`src/rtl/scanline_irq_pkg.sv`:
```
package scanline_irq_pkg;

    localparam int CNT_W = 8;
    localparam int WIN_W = 3;
    localparam logic [WIN_W-1:0] WIN_COUNT  = 3'b110;
    localparam logic [WIN_W-1:0] WIN_ENABLE = 3'b111;

    typedef logic [CNT_W-1:0] cnt_t;

    typedef struct packed {
        logic set_latch;
        logic req_reload;
        logic irq_off;
        logic irq_on;
        cnt_t data;
    } irq_cmd_t;

    function automatic irq_cmd_t decode_write(
        input logic             en,
        input logic [WIN_W-1:0] window,
        input logic             odd,
        input cnt_t             data
    );
        irq_cmd_t c;
        c = '0;
        c.data = data;
        if (en) begin
            if (window == WIN_COUNT) begin
                c.set_latch  = !odd;
                c.req_reload = odd;
            end else if (window == WIN_ENABLE) begin
                c.irq_off = !odd;
                c.irq_on  = odd;
            end
        end
        return c;
    endfunction

endpackage

```
`src/rtl/scanline_irq_decode.sv`:
```
module scanline_irq_decode
    import scanline_irq_pkg::*;
#(
    parameter int ADDR_W = 16
) (
    input  logic              wr_en,
    input  logic [ADDR_W-1:0] wr_addr,
    input  cnt_t              wr_data,
    output irq_cmd_t          cmd
);
    localparam int WIN_LSB = ADDR_W - WIN_W;

    always_comb begin
        cmd = decode_write(wr_en, wr_addr[ADDR_W-1:WIN_LSB], wr_addr[0], wr_data);
    end

    always_comb begin
        assert (!wr_en || $onehot0({cmd.set_latch, cmd.req_reload, cmd.irq_off, cmd.irq_on}))
            else $error("a_r11_one_cmd: more than one command decoded");
    end
endmodule

```
`src/rtl/scanline_irq_counter.sv`:
```
module scanline_irq_counter
    import scanline_irq_pkg::*;
(
    input  logic     clk,
    input  logic     rst,
    input  irq_cmd_t cmd,
    input  logic     line_tick,
    output logic     hit
);
    cnt_t latch_q, cnt_q, latch_n, cnt_w, cnt_n;
    logic reload_q, reload_w, reload_n;

    always_comb begin
        latch_n  = cmd.set_latch ? cmd.data : latch_q;
        cnt_w    = cmd.req_reload ? '0 : cnt_q;
        reload_w = cmd.req_reload | reload_q;
        cnt_n    = cnt_w;
        reload_n = reload_w;
        if (line_tick) begin
            if (reload_w || cnt_w == '0) begin
                cnt_n    = latch_n;
                reload_n = 1'b0;
            end else begin
                cnt_n = cnt_w - 1'b1;
            end
        end
        hit = line_tick && (cnt_n == '0);
    end

    always_ff @(posedge clk) begin
        if (rst) begin
            latch_q  <= '0;
            cnt_q    <= '0;
            reload_q <= 1'b0;
        end else begin
            latch_q  <= latch_n;
            cnt_q    <= cnt_n;
            reload_q <= reload_n;
        end
    end

    a_r5_decrement: assert property (@(posedge clk) disable iff (rst)
        (line_tick && !cmd.req_reload && !reload_q && cnt_q != '0)
            |=> cnt_q == $past(cnt_q) - 1'b1);

    a_r5_reload: assert property (@(posedge clk) disable iff (rst)
        (line_tick && (reload_q || cnt_q == '0) && !cmd.set_latch)
            |=> (cnt_q == $past(latch_q)) && !reload_q);

    a_r2_clear: assert property (@(posedge clk) disable iff (rst)
        (cmd.req_reload && !line_tick) |=> (cnt_q == '0) && reload_q);

    a_r1_latch: assert property (@(posedge clk) disable iff (rst)
        cmd.set_latch |=> latch_q == $past(cmd.data));

    a_r8_reset: assert property (@(posedge clk)
        rst |=> (cnt_q == '0) && (latch_q == '0) && !reload_q);
endmodule

```
`src/rtl/scanline_irq_flag.sv`:
```
module scanline_irq_flag
    import scanline_irq_pkg::*;
(
    input  logic     clk,
    input  logic     rst,
    input  irq_cmd_t cmd,
    input  logic     hit,
    input  logic     irq_ack,
    output logic     irq_out
);
    logic en_q, pend_q, en_n, pend_n;

    always_comb begin
        en_n   = en_q;
        pend_n = pend_q;
        if (cmd.irq_off) begin
            en_n   = 1'b0;
            pend_n = 1'b0;
        end
        if (cmd.irq_on) en_n = 1'b1;
        if (irq_ack) pend_n = 1'b0;
        if (hit && en_n) pend_n = 1'b1;
    end

    always_ff @(posedge clk) begin
        if (rst) begin
            en_q   <= 1'b0;
            pend_q <= 1'b0;
        end else begin
            en_q   <= en_n;
            pend_q <= pend_n;
        end
    end

    assign irq_out = pend_q;

    a_r3_disable: assert property (@(posedge clk) disable iff (rst)
        cmd.irq_off |=> !en_q && !pend_q);

    a_r4_enable: assert property (@(posedge clk) disable iff (rst)
        (cmd.irq_on && !irq_ack) |=> en_q && (pend_q || !$past(pend_q)));

    a_r9_ack_wins_unless_hit: assert property (@(posedge clk) disable iff (rst)
        (irq_ack && !hit) |=> !pend_q);

    a_r9_hit_wins: assert property (@(posedge clk) disable iff (rst)
        (hit && (en_q || cmd.irq_on) && !cmd.irq_off) |=> pend_q);

    a_r6_hold: assert property (@(posedge clk) disable iff (rst)
        (pend_q && !irq_ack && !cmd.irq_off) |=> pend_q);

    a_r6_no_raise_disabled: assert property (@(posedge clk) disable iff (rst)
        (!pend_q && !en_q && !cmd.irq_on) |=> !pend_q);
endmodule

```
`src/rtl/scanline_irq_top.sv`:
```
module scanline_irq_top
    import scanline_irq_pkg::*;
#(
    parameter int ADDR_W = 16
) (
    input  logic              clk,
    input  logic              rst,
    input  logic              wr_en,
    input  logic [ADDR_W-1:0] wr_addr,
    input  logic [CNT_W-1:0]  wr_data,
    input  logic              line_tick,
    input  logic              irq_ack,
    output logic              irq_out
);
    irq_cmd_t cmd;
    logic     hit;

    scanline_irq_decode #(.ADDR_W(ADDR_W)) u_decode (
        .wr_en   (wr_en),
        .wr_addr (wr_addr),
        .wr_data (wr_data),
        .cmd     (cmd)
    );

    scanline_irq_counter u_counter (
        .clk       (clk),
        .rst       (rst),
        .cmd       (cmd),
        .line_tick (line_tick),
        .hit       (hit)
    );

    scanline_irq_flag u_flag (
        .clk     (clk),
        .rst     (rst),
        .cmd     (cmd),
        .hit     (hit),
        .irq_ack (irq_ack),
        .irq_out (irq_out)
    );
endmodule

```
`config.mk`:
```
export PLATFORM = sky130hd
export DESIGN_NAME = scanline_irq_top
export DESIGN_NICKNAME = d
export VERILOG_FILES = /design/src/rtl/scanline_irq_pkg.sv /design/src/rtl/scanline_irq_decode.sv /design/src/rtl/scanline_irq_counter.sv /design/src/rtl/scanline_irq_flag.sv /design/src/rtl/scanline_irq_top.sv
export SDC_FILE = /design/constraint.sdc
export NUM_CORES = 1
export LEC_CHECK = 0
export ABC_AREA = 0
export BUFFER_PORTS_ARGS = -buffer_cell sky130_fd_sc_hd__clkbuf_2
export CORE_MARGIN = 3
export CORE_UTILIZATION = 30
export CTS_CLUSTER_DIAMETER = 80
export DETAILED_ROUTE_END_ITERATION = 7
export SLEW_MARGIN = 10
export SYNTH_ARGS = -nofsm -noshare
export SYNTH_HDL_FRONTEND = slang
export SYNTH_HIERARCHICAL = 1
export SYNTH_SLANG_ARGS = --single-unit
```
`constraint.sdc`:
```
create_clock -name clk -period 4.43 [get_ports clk]
set_input_delay 0.886 -clock clk [delete_from_list [all_inputs] [get_ports clk]]
set_output_delay 0.886 -clock clk [all_outputs]
set_load 0.01 [all_outputs]
```
==> results of run 1 <==
==> flip-flops by register name (all words and copies together) (netlist names) <==
name and count:
u_flag/en_q 1, u_counter/latch_q 8, u_flag/irq_out 1, u_counter/reload_q 1, u_counter/cnt_q 8
==> worst max-delay path, stage by stage <==
cell,delay [ps]
clkbuf_2,90
nand2b_4,130
nor3_1,630
mux2i_1,320
nor2_1,60
a211oi_1,400
a21boi_0,250
nor4b_2,230
a21o_1,130
==> through the flow <==
| step | hold WS [ps] | cell area (sq um) | utilization | total power, mW | std cells |
|---|---|---|---|---|---|
| after floorplan | 448.9 | 1124 | - | 0.6496 | 132 |
| after global placement | 466.3 | 1186 | 0.3420 | 0.7088 | 183 |
| after detailed placement | 476.9 | 1186 | 0.3420 | 0.7126 | 183 |
| after CTS | 484.3 | 1231 | 0.3550 | 0.8432 | 187 |
| after global routing | 528.0 | 1231 | 0.3550 | 0.9126 | 187 |
| final | 478.0 | 1231 | 0.3550 | 0.8443 | 187 |
==> kinds of logic after synthesis <==
family / count (synthesis)
multiplexers: 9
buffers and inverters: 17
AND/OR/NAND/NOR: 62
XOR/XNOR: 2
AO/OA/AOI/OAI: 22
adder cells (fa/ha/maj): 1
flip-flops: 19
==> routing by layer <==
metal | GRT usage | vias up | share of wire
met5 | 0 | - | 0
met3 | 0.02163 | 9 | 0.051
li1 | - | 481 | -
met4 | 0.1063 | 0 | 0.051
met1 | 0.1405 | 457 | 0.43
met2 | 0.1840 | 26 | 0.46
==> worst min path at each step <==
stage                                     from                   end  cells past startpoint
after floorplan           u_counter/latch_q[6]  u_counter/latch_q[6]                      2
after global placement             u_flag/en_q           u_flag/en_q                      2
after detailed placement           u_flag/en_q           u_flag/en_q                      2
after global routing               u_flag/en_q           u_flag/en_q                      2
final                              u_flag/en_q           u_flag/en_q                      2
after CTS                          u_flag/en_q           u_flag/en_q                      2
==> cell type report <==
class / count / area (sq um) / area share
clock buffer: 4 / 45.04 / 0.03659
inverter: 4 / 15.01 / 0.01220
multi-input combinational: 96 / 640.6 / 0.5203
sequential: 19 / 380.4 / 0.3089
tap: 46 / 57.56 / 0.04675
timing repair buffer: 18 / 92.59 / 0.07520
==> layout by cell type, fill, tap and decap left out, types with 3 or more instances in the layout <==
cell type	count
nor2b_1	3
clkbuf_8	3
clkbuf_2	17
or4_1	3
mux2i_1	7
a31oi_1	3
nand2_1	11
inv_1	4
nor2_1	20
nor3_1	4
nand3_1	4
dfxtp_1	19
==> power groups by stage <==
| stage | Clock (mW) | Combinational, mW | Sequential [mW] |
|---|---|---|---|
| after floorplan | 0 | 0.406 | 0.244 |
| after global placement | 0 | 0.453 | 0.255 |
| after detailed placement | 0 | 0.458 | 0.255 |
| after CTS | 0.129 | 0.462 | 0.251 |
| after global routing | 0.135 | 0.519 | 0.259 |
| final | 0.124 | 0.468 | 0.253 |
==> key figures, run 1 <==
Logic synthesis
  – Area share of fa/ha/maj cells after synthesis: 0.01114
  – Post-synth EDFFs: 0
  – Synth Area in XOR/XNOR: 0.01559
  – Synth warn: 6
  – Ys async rst share: 0
  – Post-Synth Simple-Gate Area: 0.3140
  – Post-synthesis cell area: 1124 sq um
  – Post-synth top flop: dfxtp_1
  – Number of library cell types mapped by synthesis: 46
  – Syn Area/Cell: 8.512 sq um
  – Most common cell in the netlist: nor2_1
  – Complex-gate fraction of the synthesized area: 0.1470
  – Most instantiated cells after synthesis: nor2_1, dfxtp_1, nand2_1
  – Share of the synthesized area in the top cell type: 0.3385
  – Main combinational cell family by area after synthesis: simple AND/OR/NAND/NOR gates
  – Post-synthesis mux area share: 0.08241
  – FF+latch count, synth: 19
  – Syn_nets: 162
  – Post-Syn Instances: 132
  – Seq/Total Area, Yosys: 0.3385
  – Synth area leader: dfxtp_1
  – Top cells by area, synth: dfxtp_1, nor2_1, mux2i_1, buf_4, nand2_1

Floorplan
  – Die W: 67.20 um
  – Die Ht: 67.20 um
  – Starting Density: 0.3240
  – Row cnt: 21
  – I/O pin count: 30
  – Core ar.: 3468 sq um
  – Full die area: 4516 sq um

Critical path
  – Worst R2R Setup Slack: 2240 ps
  – Worst-path fanout max: 4
  – Arrival @ worst endpoint: 3140 ps
  – Worst r2r dst: u_flag/irq_out
  – Crit. Startpoint: wr_addr[0]
  – RR Startpoint: u_counter/cnt_q[1]
  – R2R cell count: 7
  – CP Capture Point: u_flag/irq_out
  – Critical Path End Type: flop
  – Worst Setup Start Kind: input port
  – CP required: 4640 ps
  – Crit Path Class: in2reg

Global routing
  – Vias in the first global route: 895
  – Grt ovf: 0
  – Pin count of the biggest net entering global routing: 20
  – Antenna violations before repair: 0
  – First-pass GRT wire length: 3.974 mm
  – Overall global routing resource usage: 0.1194

Placed design
  – I/O Buffers: 17
  – Final HPWL DP: 1.847 mm
  – Routability cong.: 0.9213
  – Post-Place Setup Slack: 1302 ps

Clock tree
  – Post_cts resized: 0
  – Clock-pin slew on the worst setup and hold paths: 70 ps
  – Post-CTS setup buffer count: 0
  – CTS tree: built
  – CTS Buffer Depth: 2
  – Number of CTS-inserted buffers: 3
  – Worst skew pair latency: 260 ps
  – Clock Sinks: 19
  – CTS Hold Buffers Added: 0
  – Depth of the CTS H-tree: 1
  – CTS root buf: clkbuf_8

Routing
  – Vias per inst: 5.203
  – # DRC: 0
  – Final ANT Viol Nets: 0
  – Starting DRT DRC Count: 71
  – Drt pass-1 iters: 4
  – Total length of routed wires: 2.427 mm
  – Vias: 973
  – WL per Instance: 12.98 um

Layout
  – Antenna diode instance count: 0
  – Fill cells: 380
  – Fin nets: 172
  – Area growth syn-to-layout: 9.577%
  – Share of layout cells above drive strength 1: 0.2199

STA
  – Final min period: 2927 ps
  – Setup ws final: 1503 ps
  – Max-slew violation count: 0
  – Final worst-path cycle share: 0.6607
  – Final setup TNS: 0 ps
  – Endpoints failing hold: 0
  – Worst-margin pin slew: 816.5 ps
  – Fin Clk Skew: 1.620 ps
  – Max-slew headroom: 0.4515
  – FMAX: 341.7 MHz
  – Final setup viols: 0
  – RSZ-0062 raised after global routing: no

Power
  – Leak pwr: 0.4938 nW
  – Clock share of power: 0.146
  – Worst VDD drop: 201.9 uV
  – Combinational share of power: 0.554
  – Switching Power: 0.3651 mW
  – Seq pwr share: 0.300
  – Sw frac: 0.4324
  – P_int: 0.4792 mW
  – Cell Pwr Density: 685.8 nW/um^2

Job
  – Max-cap violation count: 0

Run status
  – Status: complete, no violations

Hold path
  – Worst Hold Class: reg2reg
Power figures use the tool's default switching activity.
==> run 2, diff against run 1 <==
Clock period 4.43 ns to 2.4 ns, I/O delays scaled along.
==> key figures, run 2 (synthesis gave the netlist of run 1 again) <==
Critical path
  – Crit Path Class: in2reg
  – RR Startpoint: u_counter/cnt_q[1]
  – Worst Setup Start Kind: input port
  – Worst r2r dst: u_flag/irq_out
  – CP required: 2600 ps (-2040 ps)
  – Worst-path fanout max: 4 (unchanged)
  – Critical Path End Type: flop
  – Arrival @ worst endpoint: 2460 ps (-680 ps)
  – Worst R2R Setup Slack: 240 ps (-2000 ps)
  – Crit. Startpoint: wr_en
  – CP Capture Point: u_flag/irq_out
  – R2R cell count: 7 (unchanged)

STA
  – Max-slew violation count: 0 (unchanged)
  – Final worst-path cycle share: 0.9385
  – Final min period: 2252 ps
  – Max-slew headroom: 0.7115 (+0.2600)
  – Final setup TNS: 0 ps (unchanged)
  – Hold_ws: 476.3 ps (-1.641 ps)
  – FMAX: 444.0 MHz
  – Final setup viols: 0 (unchanged)
  – Endpoints failing hold: 0 (unchanged)
  – Worst-margin pin slew: 431.7 ps (-384.8 ps)
  – Fin Clk Skew: 3.837 ps (+2.217 ps)

Floorplan
  – Starting Density: 0.3240 (unchanged)
  – Core ar.: 3468 sq um (unchanged)
  – Row cnt: 21 (unchanged)
  – Die W: 67.20 um (unchanged)
  – Full die area: 4516 sq um (unchanged)
  – Die Ht: 67.20 um (unchanged)
  – I/O pin count: 30 (unchanged)

Routing
  – Drt pass-1 iters: 4 (unchanged)
  – # DRC: 0 (unchanged)
  – Starting DRT DRC Count: 56 (-21%)
  – WL per Instance: 12.68 um (-2.3%)
  – Vias: 1038 (+6.7%)
  – Final ANT Viol Nets: 0 (unchanged)
  – Vias per inst: 5.113 (-1.7%)
  – Total length of routed wires: 2.574 mm (+6.1%)

Clock tree
  – Number of CTS-inserted buffers: 3 (unchanged)
  – Worst skew pair latency: 260 ps (about the same)
  – Clock Sinks: 19 (unchanged)
  – CTS Buffer Depth: 2 (unchanged)
  – Clock-pin slew on the worst setup and hold paths: 70 ps (about the same)
  – Depth of the CTS H-tree: 1 (unchanged)
  – CTS tree: built
  – CTS Hold Buffers Added: 0 (unchanged)
  – CTS root buf: clkbuf_8

Layout
  – Commonest cells after routing, fill and taps aside: nor2_1, dfxtp_1, clkbuf_2, buf_4, nand2_1
  – Fill cells: 358 (-5.8%)
  – Fin nets: 188 (+9.3%)
  – Share of layout cells above drive strength 1: 0.3057 (+0.08587)
  – Commonest non-fill, non-tap cell in the layout: nor2_1
  – Largest regs: u_counter/cnt_q: 8 flops, u_counter/latch_q: 8 flops
  – Area of the multi-input gates: 646.9 sq um (+0.98%)
  – Reg area: 380.4 sq um (unchanged)
  – Area growth syn-to-layout: 20.82%
  – Antenna diode instance count: 0 (unchanged)

Run status
  – Status: complete, no violations

Global routing
  – Overall global routing resource usage: 0.1231 (+0.003648)
  – Vias in the first global route: 1003 (+12%)
  – Pin count of the biggest net entering global routing: 20 (unchanged)
  – Grt ovf: 0 (unchanged)
  – Antenna violations before repair: 0 (unchanged)
  – First-pass GRT wire length: 4.215 mm (+6.1%)

Job
  – Max-cap violation count: 0 (unchanged)

Placed design
  – I/O Buffers: 17 (unchanged)
  – Final HPWL DP: 1.989 mm (+7.7%)
  – Routability cong.: 0.8249 (-10%)

Hold path
  – Worst Hold Class: in2reg

Power
  – Worst VDD drop: 351.2 uV (+74%)
  – Cell Pwr Density: 1263 nW/um^2 (+84%)
  – Leak pwr: 0.5723 nW (+16%)
## run 2: cell count changes in the layout (fill, tap and decap cells not counted), sizes merged
cell  before  now
buf        1   17
## run 2: critical path, stage by stage
cell and delay, ps:
clkbuf_2 100, nand2_1 100, nor3_2 80, or2b_1 240, ha_1 250, o21bai_1 170
a221oi_1 370, o221ai_1 230, nor4b_2 320, a21o_1 140
## run 2: power by group
part / switching, mW / leakage [nW] / internal, mW
combinational: 0.498 / 0.395 / 0.526
sequential: 0.0963 / 0.154 / 0.373
clock: 0.103 / 0.0228 / 0.118
total: 0.697 / 0.572 / 1.02
## run 2: worst min-delay path by stage
stage / from / end / slack [ps] / cells past startpoint
after floorplan: u_counter/latch_q[6] / u_counter/latch_q[6] / 450 / 2
after global placement: u_flag/en_q / u_flag/en_q / 470 / 2
after detailed placement: u_counter/latch_q[6] / u_counter/latch_q[6] / 470 / 2
after CTS: wr_data[6] / u_counter/latch_q[6] / 470 / 3
after global routing: wr_data[0] / u_counter/latch_q[0] / 510 / 3
final: wr_data[6] / u_counter/latch_q[6] / 480 / 3
## run 2: cell type report
cell class,count,area share
multi-input combinational,96,0.4765
sequential,19,0.2802
timing repair buffer,34,0.1567
tap,46,0.04240
clock buffer,4,0.03318
inverter,4,0.01106
## run 2: layer usage
metal  track usage  share of wire  vias up
li1              -              -      510
met1        0.1360           0.43      479
met2        0.2086           0.49       37
met3       0.02163          0.044       12
met4       0.09367          0.037        0
met5             0              0        -
## run 2: what timing repair did
item,CTS,global route
endpoints found under the setup margin,0,1
resized for setup,0,2
setup buffers,0,0
## run 2: stage by stage
| stage | power (mW) | instances | area [sq um] | utilization | setup WS (ps) |
|---|---|---|---|---|---|
| 5_1_grt | 1.855 | 203 | 1358 | 0.3914 | -2.320 |
| 3_3_place_gp | 1.451 | 199 | 1306 | 0.3766 | -118.5 |
| 4_1_cts | 1.697 | 203 | 1351 | 0.3896 | 120.1 |
| 2_1_floorplan | 1.199 | 132 | 1124 | - | 194.8 |
| 3_5_place_dp | 1.467 | 199 | 1306 | 0.3766 | -132.4 |
| 6_report | 1.714 | 203 | 1358 | 0.3914 | 147.7 |
==> run 3, diff against run 2 <==
Settings changed: SETUP_SLACK_MARGIN set to 0.2.
==> key figures, run 3 (synthesis gave the netlist of run 1 again) <==
STA
  – Endpoints failing hold: 0 (unchanged)
  – Max-slew headroom: 0.6112 (-0.1002)
  – Hold_ws: 481.9 ps (+5.556 ps)
  – RSZ-0062 raised after global routing: no
  – FMAX: 469.7 MHz (+5.8%)
  – Fin Clk Skew: 1.308 ps (-2.529 ps)
  – Final worst-path cycle share: 0.8870 (-0.05145)
  – Worst-margin pin slew: 578.3 ps (+146.6 ps)
  – Max-slew violation count: 0 (unchanged)
  – Final min period: 2129 ps (-123.5 ps)
  – Final setup viols: 0 (unchanged)

Critical path
  – Worst R2R Setup Slack: 320 ps (+80 ps)
  – R2R cell count: 6 (-1)
  – CP required: 2600 ps (about the same)
  – Worst Setup Start Kind: input port
  – Critical Path End Type: flop
  – CP max stage delay: 350 ps (-20 ps)
  – Crit. Startpoint: wr_en
  – RR Startpoint: u_counter/cnt_q[6]
  – Worst r2r dst: u_flag/irq_out
  – Critical-path cell list: clkbuf_2, nand2_1, nor3_4, or2b_1, ha_4, o21bai_1, a221oi_2, o221ai_2, nor4b_4, a21o_1
  – Worst-path fanout max: 4 (unchanged)
  – Arrival @ worst endpoint: 2330 ps (-130 ps)
  – Crit Path Class: in2reg
  – Slowest CP cell: a221oi_2

Routing
  – Starting DRT DRC Count: 77 (+38%)
  – Vias: 1084 (+4.4%)
  – # DRC: 0 (unchanged)
  – Drt pass-1 iters: 6 (+2)
  – Total length of routed wires: 2.882 mm (+12%)
  – WL per Instance: 14.13 um (+11%)
  – Vias per inst: 5.314 (+3.9%)
  – Final ANT Viol Nets: 0 (unchanged)

Floorplan
  – Full die area: 4516 sq um (unchanged)
  – Core ar.: 3468 sq um (unchanged)
  – Row cnt: 21 (unchanged)
  – Die W: 67.20 um (unchanged)
  – Starting Density: 0.3240 (unchanged)
  – I/O pin count: 30 (unchanged)
  – Die Ht: 67.20 um (unchanged)

Placed design
  – Final HPWL DP: 2.013 mm (+1.2%)
  – I/O Buffers: 17 (unchanged)
  – Routability cong.: 0.8721 (+5.7%)

Power
  – Leak pwr: 0.5931 nW (+3.6%)
  – Cell Pwr Density: 1444 nW/um^2 (+14%)
  – Tot Pwr: 2.086 mW (+22%)
  – Worst VDD drop: 382.9 uV (+9.0%)

Clock tree
  – Clock Sinks: 19 (unchanged)
  – Worst skew pair latency: 250 ps (about the same)
  – Clock-pin slew on the worst setup and hold paths: 70 ps (about the same)
  – Depth of the CTS H-tree: 1 (unchanged)
  – CTS root buf: clkbuf_8
  – CTS tree: built
  – CTS Buffer Depth: 2 (unchanged)
  – Number of CTS-inserted buffers: 3 (unchanged)

Layout
  – Share of layout cells above drive strength 1: 0.3544 (+0.04870)
  – Largest regs: u_counter/cnt_q: 8 flops, u_counter/latch_q: 8 flops
  – Commonest cells after routing, fill and taps aside: nor2_1, dfxtp_1, buf_4
  – Antenna diode instance count: 0 (unchanged)
  – Fin nets: 189 (+0.53%)
  – Commonest non-fill, non-tap cell in the layout: nor2_1
  – Final core utilization: 0.4167 (+0.02525)
  – Area growth syn-to-layout: 28.62%

Global routing
  – Grt ovf: 0 (unchanged)
  – Overall global routing resource usage: 0.1257 (+0.002602)
  – First-pass GRT wire length: 4.284 mm (+1.6%)
  – Vias in the first global route: 960 (-4.3%)
  – Pin count of the biggest net entering global routing: 20 (unchanged)
  – Antenna violations before repair: 0 (unchanged)

Hold path
  – Worst Hold Class: reg2reg
  – Worst Min Path Start: u_flag/en_q
  – Hold EP: u_flag/en_q
  – Hold depth: 2 (-1)

Run status
  – Status: complete, no violations

Job
  – Max-cap violation count: 0 (unchanged)
run 3: power by group:
group	leakage, nW	internal [mW]	total (mW)	switching [mW]
Clock	0.0228	0.118	0.221	0.103
Combinational	0.416	0.723	1.38	0.659
Sequential	0.154	0.373	0.483	0.110
Total	0.593	1.21	2.09	0.873
run 3: stage by stage:
stage | setup TNS, ps | worst slack (ps) | instance area (sq um) | cells
after detailed placement | -114.0 | -114.0 | 1291 | 197
after CTS | 0 | 218.1 | 1354 | 201
after floorplan | 0 | 215.5 | 1124 | 132
after global placement | -122.2 | -122.2 | 1291 | 197
final | 0 | 271.1 | 1445 | 204
after global routing | 0 | 165.9 | 1445 | 204
run 3: metal layers:
metal / track usage / part of all wire / up-vias
met5: 0 / 0 / -
met4: 0.08101 / 0.029 / 0
met3: 0.01664 / 0.047 / 9
met2: 0.2061 / 0.51 / 41
met1: 0.1537 / 0.42 / 517
li1: - / - / 517
run 3: how the worst max path moves through the flow:
stage	endpoint	cells after the start
floorplan	u_flag/irq_out	9
global placement	u_flag/irq_out	11
detailed placement	u_flag/irq_out	10
CTS	u_flag/irq_out	10
global route	u_flag/irq_out	12
finish	u_flag/irq_out	10
run 3: cell type report:
class | count | area, sq um
tap | 46 | 57.56
multi-input combinational | 96 | 726.9
sequential | 19 | 380.4
fill | 342 | 2023
inverter | 4 | 15.01
clock buffer | 4 | 45.04
timing repair buffer | 35 | 220.2
run 3: critical path, delay by kind of cell:
kind / cells / cell delay [ps]
and+or+nand+nor: 4 / 730
AOI/OAI and AO/OA: 4 / 840
buffers and inverters: 1 / 90
adders and majority gates: 1 / 190
run 3: repair_timing:
item	4_1_cts	5_1_grt
resized for setup	3	13
hold buffers	0	0
pin swaps	1	3
setup endpoints to repair	1	1
buffers inserted	0	3
hold endpoints to repair	0	0
